$ cat src/rtl/lut54_pkg.sv
package lut54_pkg;
  localparam int BIG_K   = 5;
  localparam int SMALL_K = 4;
endpackage

$ cat src/rtl/cfg_chain.sv
module cfg_chain #(
  parameter int N = 49
) (
  input  logic         clk_i,
  input  logic         rst_ni,
  input  logic         en_i,
  input  logic         d_i,
  output logic [N-1:0] cells_o,
  output logic         q_o
);
  always_ff @(posedge clk_i or negedge rst_ni) begin
    if (!rst_ni)   cells_o <= '0;
    else if (en_i) cells_o <= {d_i, cells_o[N-1:1]};
  end

  assign q_o = cells_o[0];


  shift_in_chk: assert property (@(posedge clk_i) disable iff (!rst_ni)
    en_i |=> cells_o[N-1] == $past(d_i));


  shift_out_chk: assert property (@(posedge clk_i) disable iff (!rst_ni)
    en_i |=> q_o == $past(cells_o[1]));


  hold_chk: assert property (@(posedge clk_i) disable iff (!rst_ni)
    !en_i |=> $stable(cells_o));
endmodule

$ cat src/rtl/lut_tree.sv
module lut_tree #(
  parameter int K = 4,
  localparam int CELLS = 2**K
) (
  input  logic [CELLS-1:0] cells_i,
  input  logic [K-1:0]     addr_i,
  output logic             out_o
);
  // level l holds 2**(K-l) nodes; level 0 is the cells, level K the root
  for (genvar l = 0; l <= K; l++) begin : g_lvl
    logic [(2**(K-l))-1:0] node;
    if (l == 0) begin : g_leaf
      assign node = cells_i;
    end else begin : g_mux
      for (genvar n = 0; n < 2**(K-l); n++) begin : g_n
        assign node[n] = addr_i[l-1] ? g_lvl[l-1].node[2*n+1]
                                     : g_lvl[l-1].node[2*n];
      end
    end
  end

  assign out_o = g_lvl[K].node[0];
endmodule

$ cat src/rtl/lut54_le.sv
module lut54_le #(
  parameter int BIG_K   = lut54_pkg::BIG_K,
  parameter int SMALL_K = lut54_pkg::SMALL_K
) (
  input  logic           clk_i,
  input  logic           rst_ni,
  input  logic           cfg_en_i,
  input  logic           cfg_d_i,
  input  logic [BIG_K:0] data_i,
  output logic           cfg_q_o,
  output logic           out_o
);
  localparam int BIG_CELLS   = 2**BIG_K;
  localparam int SMALL_CELLS = 2**SMALL_K;
  localparam int CFG_BITS    = BIG_CELLS + SMALL_CELLS + 1;

  logic [CFG_BITS-1:0]    cells;
  logic [BIG_CELLS-1:0]   big_cells;
  logic [SMALL_CELLS-1:0] small_cells;
  logic                   pol;
  logic                   big_out, small_out, sel_small;

  cfg_chain #(.N(CFG_BITS)) u_chain (
    .clk_i   (clk_i),
    .rst_ni  (rst_ni),
    .en_i    (cfg_en_i),
    .d_i     (cfg_d_i),
    .cells_o (cells),
    .q_o     (cfg_q_o)
  );

  assign big_cells   = cells[BIG_CELLS-1:0];
  assign small_cells = cells[BIG_CELLS +: SMALL_CELLS];
  assign pol         = cells[CFG_BITS-1];

  lut_tree #(.K(BIG_K)) u_big (
    .cells_i (big_cells),
    .addr_i  (data_i[BIG_K-1:0]),
    .out_o   (big_out)
  );

  lut_tree #(.K(SMALL_K)) u_small (
    .cells_i (small_cells),
    .addr_i  (data_i[SMALL_K-1:0]),
    .out_o   (small_out)
  );

  // select input matching the polarity cell routes the small cofactor
  assign sel_small = ~(data_i[BIG_K] ^ pol);
  assign out_o     = sel_small ? small_out : big_out;


  big_idx_chk: assert property (@(posedge clk_i) disable iff (!rst_ni)
    big_out == big_cells[data_i[BIG_K-1:0]]);


  small_idx_chk: assert property (@(posedge clk_i) disable iff (!rst_ni)
    small_out == small_cells[data_i[SMALL_K-1:0]]);
endmodule

$ cat config.mk
export PLATFORM = sky130hd
export DESIGN_NAME = lut54_le
export DESIGN_NICKNAME = d
export VERILOG_FILES = /design/src/rtl/lut54_pkg.sv /design/src/rtl/cfg_chain.sv /design/src/rtl/lut_tree.sv /design/src/rtl/lut54_le.sv
export SDC_FILE = /design/constraint.sdc
export NUM_CORES = 1
export LEC_CHECK = 0
export BUFFER_PORTS_ARGS = -buffer_cell sky130_fd_sc_hd__buf_2
export CORE_MARGIN = 2
export CORE_UTILIZATION = 56
export CTS_BUF_LIST = sky130_fd_sc_hd__clkbuf_8
export DETAILED_ROUTE_END_ITERATION = 8
export HOLD_SLACK_MARGIN = 0.15
export PLACE_DENSITY_LB_ADDON = 0.3
export SLEW_MARGIN = 15
export SYNTH_ARGS = -nofsm -noshare
export SYNTH_HDL_FRONTEND = slang
export SYNTH_SLANG_ARGS = --single-unit
export TNS_END_PERCENT = 50
$ cat constraint.sdc
create_clock -name clk_i -period 1.8 [get_ports clk_i]
set_clock_uncertainty 0.1 [all_clocks]
set_input_delay 0.18 -clock clk_i [delete_from_list [all_inputs] [get_ports clk_i]]
set_output_delay 0.18 -clock clk_i [all_outputs]
set_load 0.01 [all_outputs]
Word level (Yosys, flattened, before mapping) --
Index checks and enable logic that the tools add are counted.
Storage, ports and cells: logic and storage cells 49, input port bits 10, memories 0, bits in read-only memories 0, output and inout port bits 2, bits in registers 49, memory bits (writable) 0, bits in latches 0
Operators by class: shifts and indexed selects 0, reductions and logical operators 0, add/sub/neg operators 0, div/mod/pow operators 0, $mul 0, equality and inequality tests 0, magnitude comparators 0, muxes and demuxes 47, bitwise logic cells 1
Operator list (count):
- 1-bit 2-to-1 mux | 47
- 1-bit bitwise XOR | 1

Depth between registers and ports, before layout --
Gate-level depths: netlist (run 1).
depth in word-level cells 6, depth in mapped cells 6

Hierarchy --
From an unflattened synthesis (run 1), not the netlist that was laid out.
Unflattened totals: cell total of the unflattened synthesis 154, area, all modules 2352.3 µm²
By module, submodules not included:
- cfg_chain | sequential area each 1226.2 µm², cells each 104, area each 1871.8 µm², times used 1
- lut_tree at u_big | sequential area each 0.0 µm², cells each 41, area each 325.3 µm², times used 1
- lut_tree at u_small | sequential area each 0.0 µm², cells each 7, area each 135.1 µm², times used 1
- lut54_le | sequential area each 0.0 µm², cells each 2, area each 20.0 µm², times used 1

Worst setup path before layout (run 1) --
Ideal clock, no wire load.
path type input to output, start point input port data_i[0], end point output port out_o, arrival time 1467 ps, stages 5, slack 53 ps, data required time 1520 ps, cells stage by stage buf_6 -> mux4_1 -> mux4_2 -> nor2_1 -> a41oi_1
On the way: longest elaborated chain between the ends 6
RTL lines:
- from (decl) | RTL line lut54_le.sv:9 | input logic [BIG_K:0] data_i,
- 1-bit 2-to-1 mux (5 in series) | RTL line lut_tree.sv:16 | assign node[n] = addr_i[l-1] ? g_lvl[l-1].node[2*n+1]
- 1-bit 2-to-1 mux (*) | RTL line lut54_le.sv:50 | assign out_o = sel_small ? small_out : big_out;
- to (decl) | RTL line lut54_le.sv:11 | output logic out_o
Mark *: on every way between the ends. The rest lies on a longest branch, timed or not.

Final worst setup path (run 1) --
start point register u_chain.cells_o[34], end point output port out_o
On the way: longest elaborated chain between the ends 5
RTL lines:
- from (decl) | RTL line cfg_chain.sv:8 | output logic [N-1:0] cells_o,
- from (signal assigned) | RTL line cfg_chain.sv:13 | else if (en_i) cells_o <= {d_i, cells_o[N-1:1]};
- 1-bit 2-to-1 mux (4 in series) | RTL line lut_tree.sv:16
- 1-bit 2-to-1 mux | RTL line lut54_le.sv:50
Every way passes these cells.

==> impl_metrics.json, run 1 <==
{
  "outcome": "finished with violations",
  "violations": "setup timing",
  "wl_microns": 3790,
  "required_ns": 1.52,
  "netlist.area_leader.share_pct": 54.7,
  "synth_enable_flop_cells": 0,
  "gp_congestion": 0.843,
  "top_regs": "u_chain.cells_o: 49 flops",
  "gr-usage-met3_pct": 4.50,
  "syn_inst": 151,
  "dpl.cell_count": 221,
  "grt_pass1_wl_microns": 6560,
  "power.density_nw_per_um2": 1140,
  "synth_area_leaders": "dfrtp_1, mux2_2, mux2i_1, mux4_2, mux4_1",
  "setup_tns_ns": -0.465,
  "first_pass_iters": 4,
  "grt_util_met1_pct": 24.9,
  "yosysSeqAreaShare_pct": 54.7,
  "synth_cell_types": 24,
  "core.rowCount": 22,
  "tightest_slew_ns": 0.530,
  "synthFlopType": "dfrtp_1",
  "yosysTopAreaCell": "dfrtp_1",
  "ys_warn_count": 0,
  "clock_latency_ns": 0.30,
  "r2r_slack_ns": 0.68,
  "finalMaxSlewViolations": 0,
  "initial_core_util_pct": 59.9,
  "drt_iter0_markers": 77,
  "grt_pass1_vias": 1393,
  "fin_nets": 196,
  "synth_seq_cells": 49,
  "max_freq_mhz": 442,
  "dp_hpwl_microns": 2690,
  "maxCapViolCount": 0,
  "largest_reg_flops": 49,
  "ff2ff_path_depth": 3,
  "busiest_layer": "met2",
  "clk_pin_slew_ns": 0.08,
  "die_x_microns": 67.3,
  "ios": 12,
  "async_flop_share_pct": 100,
  "grt_overflow_total": 0,
  "rsz0062_at_grt": "true",
  "met2_usage_pct": 34.3,
  "numPortBuffers": 11,
  "synthTopCellsByCount": "dfrtp_1, mux2_2, mux2i_1",
  "post_drt_wl_per_cell_microns": 16.1,
  "h-tree-depth": 2,
  "cts_buffers": 5,
  "synthToLayoutAreaGrowth_pct": 16.2,
  "fin_crit_ns": 2.26,
  "startpoint_type": "flop",
  "cts_tree": "yes",
  "largest-register": "u_chain.cells_o",
  "final_cells": 235,
  "drive_gt1_share_pct": 49.2,
  "route.vias.total": 1329,
  "clockBufferDepth": 2,
  "path_class": "flop to output port",
  "finalHoldViolations": 0,
  "drc": 0,
  "antenna_found_initial": 0,
  "grt_max_degree": 50,
  "max_slew_margin_pct": 64.7,
  "hp-class": "input pin to async pin",
  "critPathMaxFanout": 2,
  "rr_startpoint": "u_chain.cells_o[44]",
  "grt.total_usage_pct": 19.9,
  "end_kind": "output port",
  "arrival_ns": 1.98,
  "core_area_sq_um": 3740,
  "synth.cell_area_sq_um": 2240,
  "cts_sinks": 49,
  "ant_nets": 0,
  "postLayoutCoreUtil_pct": 69.6,
  "setup_viol": 1,
  "cts_root_buffer": "clkbuf_8",
  "p_leak_nw": 1.26,
  "period_share_pct": 126,
  "critPathLaunch": "u_chain.cells_o[34]",
  "syn_area_per_cell_sq_um": 14.8,
  "dieHeight_microns": 67.3,
  "reg2reg_to": "u_chain.cells_o[44]",
  "ir_worst_vdd_mv": 0.814,
  "diodes": 0,
  "fin_ws_ns": -0.465,
  "syn-num-nets": 161,
  "vias_per_cell": 5.66,
  "die_area_sq_um": 4530
}
-- worst max-delay path, stage by stage, from the launching register on --
cell,delay (ns)
dfrtp_1,0.40
mux4_2,0.46
mux4_2,0.47
nor2_1,0.12
a41oi_1,0.07
buf_2,0.17
-- layer usage --
| metal | share of wire, % | wire length, microns | vias to the layer above |
|---|---|---|---|
| li1 | - | - | 633 |
| met2 | 53 | 2000 | 20 |
| met1 | 43 | 1630 | 670 |
| met4 | 1.2 | 44 | 0 |
| met5 | 0 | 0 | - |
| met3 | 3.2 | 122 | 6 |
-- placed cells by master (no fill, tap or decap) --
cell,synthesis,layout
buf_12,0,2
dlygate4sd3_1,0,2
dfrtp_1,49,49
buf_2,1,11
clkbuf_8,0,5
a41oi_1,1,1
nand2_1,4,4
nor2b_1,2,2
a22oi_1,3,3
nand2b_1,2,2
inv_1,0,3
a211oi_1,1,1
mux2_2,49,49
nand4_1,1,1
mux2i_1,16,16
a21oi_1,3,3
xor2_1,1,1
and2_1,1,1
and3_1,1,1
buf_4,0,20
a31oi_1,1,1
nand3_1,1,1
mux4_2,3,5
a22o_1,1,1
nor2_1,2,2
-- report_power, final --
group	total, mW	switching [mW]	internal [mW]
sequential	1.56	0.181	1.38
combinational	0.824	0.274	0.550
clock	0.584	0.325	0.259
-- layout make-up --
cell class	count	area [sq um]
clock buffer	5	68.8
sequential	49	1230
clock inverter	3	11.3
fill	273	1140
timing repair buffer	35	265
multi-input combinational	95	973
tap	48	60.1
-- metrics by stage --
step | cell area [sq um] | hold slack (ns) | total power [mW] | setup slack, ns
after floorplan | 2240 | -0.216 | 2.00 | 0.0529
after global placement | 2480 | 0.0666 | 2.29 | -0.192
after detailed placement | 2480 | 0.0860 | 2.35 | -0.198
after CTS | 2590 | 0.306 | 2.97 | -0.474
after global routing | 2610 | 0.338 | 3.15 | -0.512
final | 2610 | 0.291 | 2.97 | -0.465
-- worst max-delay path by stage --
stage / endpoint / slack (ns)
finish: out_o / -0.46
global route: out_o / -0.51
CTS: out_o / -0.47
detailed placement: out_o / -0.20
global placement: out_o / -0.19
floorplan: out_o / 0.05
-- logic make-up (layout without fill, tap and decap cells) --
logic type             Yosys count  after routing  share of synthesized area (%)
multiplexers                    70             70                           37.1
flip-flops                      49             49                           54.7
AND/OR/NAND/NOR                 14             14                           3.18
AO/OA/AOI/OAI                   10             10                           3.07
buffers and inverters            7             43                           1.56
XOR/XNOR                         1              1                          0.391
-- repair_timing --
action,4_1_cts,5_1_grt
pin swaps,1,1
setup endpoints to repair,1,1
hold buffers,2,0
setup buffers,2,2
resized for setup,2,0
hold endpoints to repair,23,0
(Power assumes the default switching activity.)
==> run 2, diff against run 1 <==
--- a/config.mk
+++ b/config.mk
@@ -5,9 +5,10 @@
 export SDC_FILE = /design/constraint.sdc
 export NUM_CORES = 1
 export LEC_CHECK = 0
+export ABC_AREA = 1
 export BUFFER_PORTS_ARGS = -buffer_cell sky130_fd_sc_hd__buf_2
 export CORE_MARGIN = 2
-export CORE_UTILIZATION = 56
+export CORE_UTILIZATION = 57
 export CTS_BUF_LIST = sky130_fd_sc_hd__clkbuf_8
 export DETAILED_ROUTE_END_ITERATION = 8
 export HOLD_SLACK_MARGIN = 0.15
==> impl_metrics.json, run 2 <==
{
  "synth.cell_area_sq_um": 2310,
  "startpoint_type": "flop",
  "core.rowCount": 23,
  "crit_chain": "nand2_1 > nand3_1 > nand3_1 > nand2_1 > nand2_1 > nand3b_1 > nand3_1 > nand2_1 > buf_2",
  "drc": 0,
  "cts_root_buffer": "clkbuf_8",
  "cp_slowest_cell": "dfrtp_1",
  "ir_worst_vdd_mv": 0.627,
  "route.vias.total": 1778,
  "busiest_layer": "met1",
  "largest-register": "u_chain.cells_o",
  "grt.total_usage_pct": 21.4,
  "syn_inst": 286,
  "fin_crit_ns": 1.68,
  "post_drt_wl_per_cell_microns": 12.2,
  "cts_tree": "yes",
  "cts_sinks": 49,
  "max_freq_mhz": 594,
  "hp-class": "input pin to flop",
  "synth_enable_flop_cells": 0,
  "final_cell_mix": "nand2_1, dfrtp_1, nand3_1, a21oi_1, nor2_1",
  "clockPowerShare_pct": 26.5,
  "end_kind": "output port",
  "yosysTopAreaCell": "dfrtp_1",
  "synth_seq_cells": 49,
  "dp_hpwl_microns": 2910,
  "finalHoldViolations": 0,
  "vias_per_cell": 5.08,
  "gp_congestion": 0.797,
  "synth_cell_types": 20,
  "numPortBuffers": 11,
  "synth_area_leaders": "dfrtp_1, nand2_1, nand3_1, a21oi_1, o21ai_0",
  "seqPwrFrac_pct": 55.1,
  "yosysSeqAreaShare_pct": 53.0,
  "cp_common_cell": "nand2_1",
  "power.internal_mw": 1.76,
  "final_common_cell": "nand2_1",
  "clockBufferDepth": 2,
  "grt_max_degree": 66,
  "ys_warn_count": 0,
  "syn-num-nets": 296,
  "finalMaxSlewViolations": 0,
  "initial_core_util_pct": 58.7,
  "required_ns": 1.52,
  "first_pass_iters": 4,
  "tightest_slew_ns": 0.589,
  "comb_power_share_pct": 18.4,
  "slowest_delay_ns": 0.41,
  "finalPower_mw": 2.49,
  "final_cells": 350,
  "maxCapViolCount": 0,
  "dpl.cell_count": 337,
  "ant_nets": 0,
  "diodes": 0,
  "grt_pass1_vias": 1585,
  "ios": 12,
  "clock_latency_ns": 0.30,
  "setup_tns_ns": 0,
  "cp_top_family": "simple AND/OR/NAND/NOR gates",
  "dieHeight_microns": 67.7,
  "synthTopCellsByCount": "nand2_1, dfrtp_1, nand3_1",
  "critPathMaxFanout": 3,
  "p_leak_nw": 1.25,
  "synth.most_common_cell": "nand2_1",
  "drt_iter0_markers": 147,
  "max_slew_margin_pct": 60.7,
  "h-tree-depth": 2,
  "grt_overflow_total": 0,
  "fin_nets": 310,
  "power.density_nw_per_um2": 959,
  "grt_pass1_wl_microns": 7330,
  "period_share_pct": 93.6,
  "gr-usage-met3_pct": 5.00,
  "path_class": "flop to output port",
  "cts_buffers": 5,
  "die_x_microns": 67.7,
  "die_area_sq_um": 4590,
  "crit_buf_inv": 1,
  "core_area_sq_um": 3940,
  "syn_area_per_cell_sq_um": 8.09,
  "antenna_found_initial": 0,
  "clk_pin_slew_ns": 0.08,
  "met2_usage_pct": 31.4,
  "synthFlopType": "dfrtp_1",
  "synthToLayoutAreaGrowth_pct": 11.9,
  "arrival_ns": 1.40,
  "netlist.area_leader.share_pct": 53.0,
  "async_flop_share_pct": 100,
  "swShare_pct": 29.4,
  "fillers": 323,
  "wl_microns": 4270,
  "setup_viol": 0,
  "top_regs": "u_chain.cells_o: 49 flops",
  "drive_gt1_share_pct": 15.3,
  "switching_power_uw": 731,
  "largest_reg_flops": 49,
  "outcome": "finished, final reports clean",
  "grt_util_met1_pct": 31.6
}
==> run 2: cell count changes after synthesis, moves of 16 or more <==
cell,previous run,this run
mux2i_1,16,0
nand2_1,4,70
inv_1,0,23
nand3_1,1,32
mux2_2,49,0
nor2_1,2,24
a21oi_1,3,29
o21ai_0,0,18
==> run 2: logic make-up (layout without fill, tap and decap cells) <==
kind of cell / count (synthesis) / in the layout / synth area share [%]
compound gates: 61 / 61 / 13.5
xor+xnor: 1 / 1 / 0.378
buf+inv: 47 / 61 / 10.2
flops: 49 / 49 / 53.0
mux: 1 / 1 / 0.486
simple gates: 127 / 127 / 22.5
==> run 2: routing by layer <==
metal | vias up | part of all wire, %
met5 | - | 0
met4 | 0 | 1.2
met3 | 7 | 3.1
met2 | 22 | 44
met1 | 805 | 52
li1 | 944 | -
==> run 2: through the flow <==
| stage | hold slack (ns) | setup WS [ns] | utilization [%] | instance area, sq um |
|---|---|---|---|---|
| 3_3_place_gp | 0.117 | 0.316 | 61.3 | 2410 |
| 6_report | 0.162 | 0.115 | 65.7 | 2590 |
| 4_1_cts | 0.159 | 0.0956 | 64.0 | 2520 |
| 3_5_place_dp | 0.125 | 0.317 | 61.3 | 2410 |
| 2_1_floorplan | -0.216 | 0.540 | - | 2310 |
| 5_1_grt | 0.165 | -0.00913 | 65.7 | 2590 |
==> run 2: cell type report <==
type	instances	area (sq um)	share of cell area (%)
flip-flops and latches	49	1230	47.3
clock buffers	6	82.6	3.19
multi-input cells	190	890	34.3
inverters	29	120	4.64
well taps	50	62.6	2.41
repair buffers	25	203	7.82
clock inverters	1	7.51	0.290
==> run 2: timing repair <==
action                                  CTS  global route
hold buffers                              2             0
endpoints found under the setup margin    0             1
gates resized for setup                   0            12
setup buffers                             0             4
endpoints found under the hold margin    25             0
==> run 2: worst paths after layout <==
kind	slack, ns	from	to	depth (start not counted)
max in group asynchronous	0.76	rst_ni	u_chain.cells_o[40]	3
min in group asynchronous	0.31	rst_ni	u_chain.cells_o[11]	2
worst max register to register	0.90	u_chain.cells_o[48]	u_chain.cells_o[48]	1
worst max-delay path	0.12	u_chain.cells_o[6]	out_o	9
worst min-delay path	0.16	cfg_en_i	u_chain.cells_o[12]	3
worst min register to register	0.42	u_chain.cells_o[22]	u_chain.cells_o[21]	2
==> run 2: power by group through the flow <==
stage / combinational [mW] / clock (mW) / sequential [mW]
2_1_floorplan: 0.319 / 0 / 1.36
3_3_place_gp: 0.413 / 0 / 1.39
3_5_place_dp: 0.426 / 0 / 1.39
4_1_cts: 0.430 / 0.675 / 1.37
5_1_grt: 0.535 / 0.725 / 1.39
6_report: 0.458 / 0.658 / 1.37
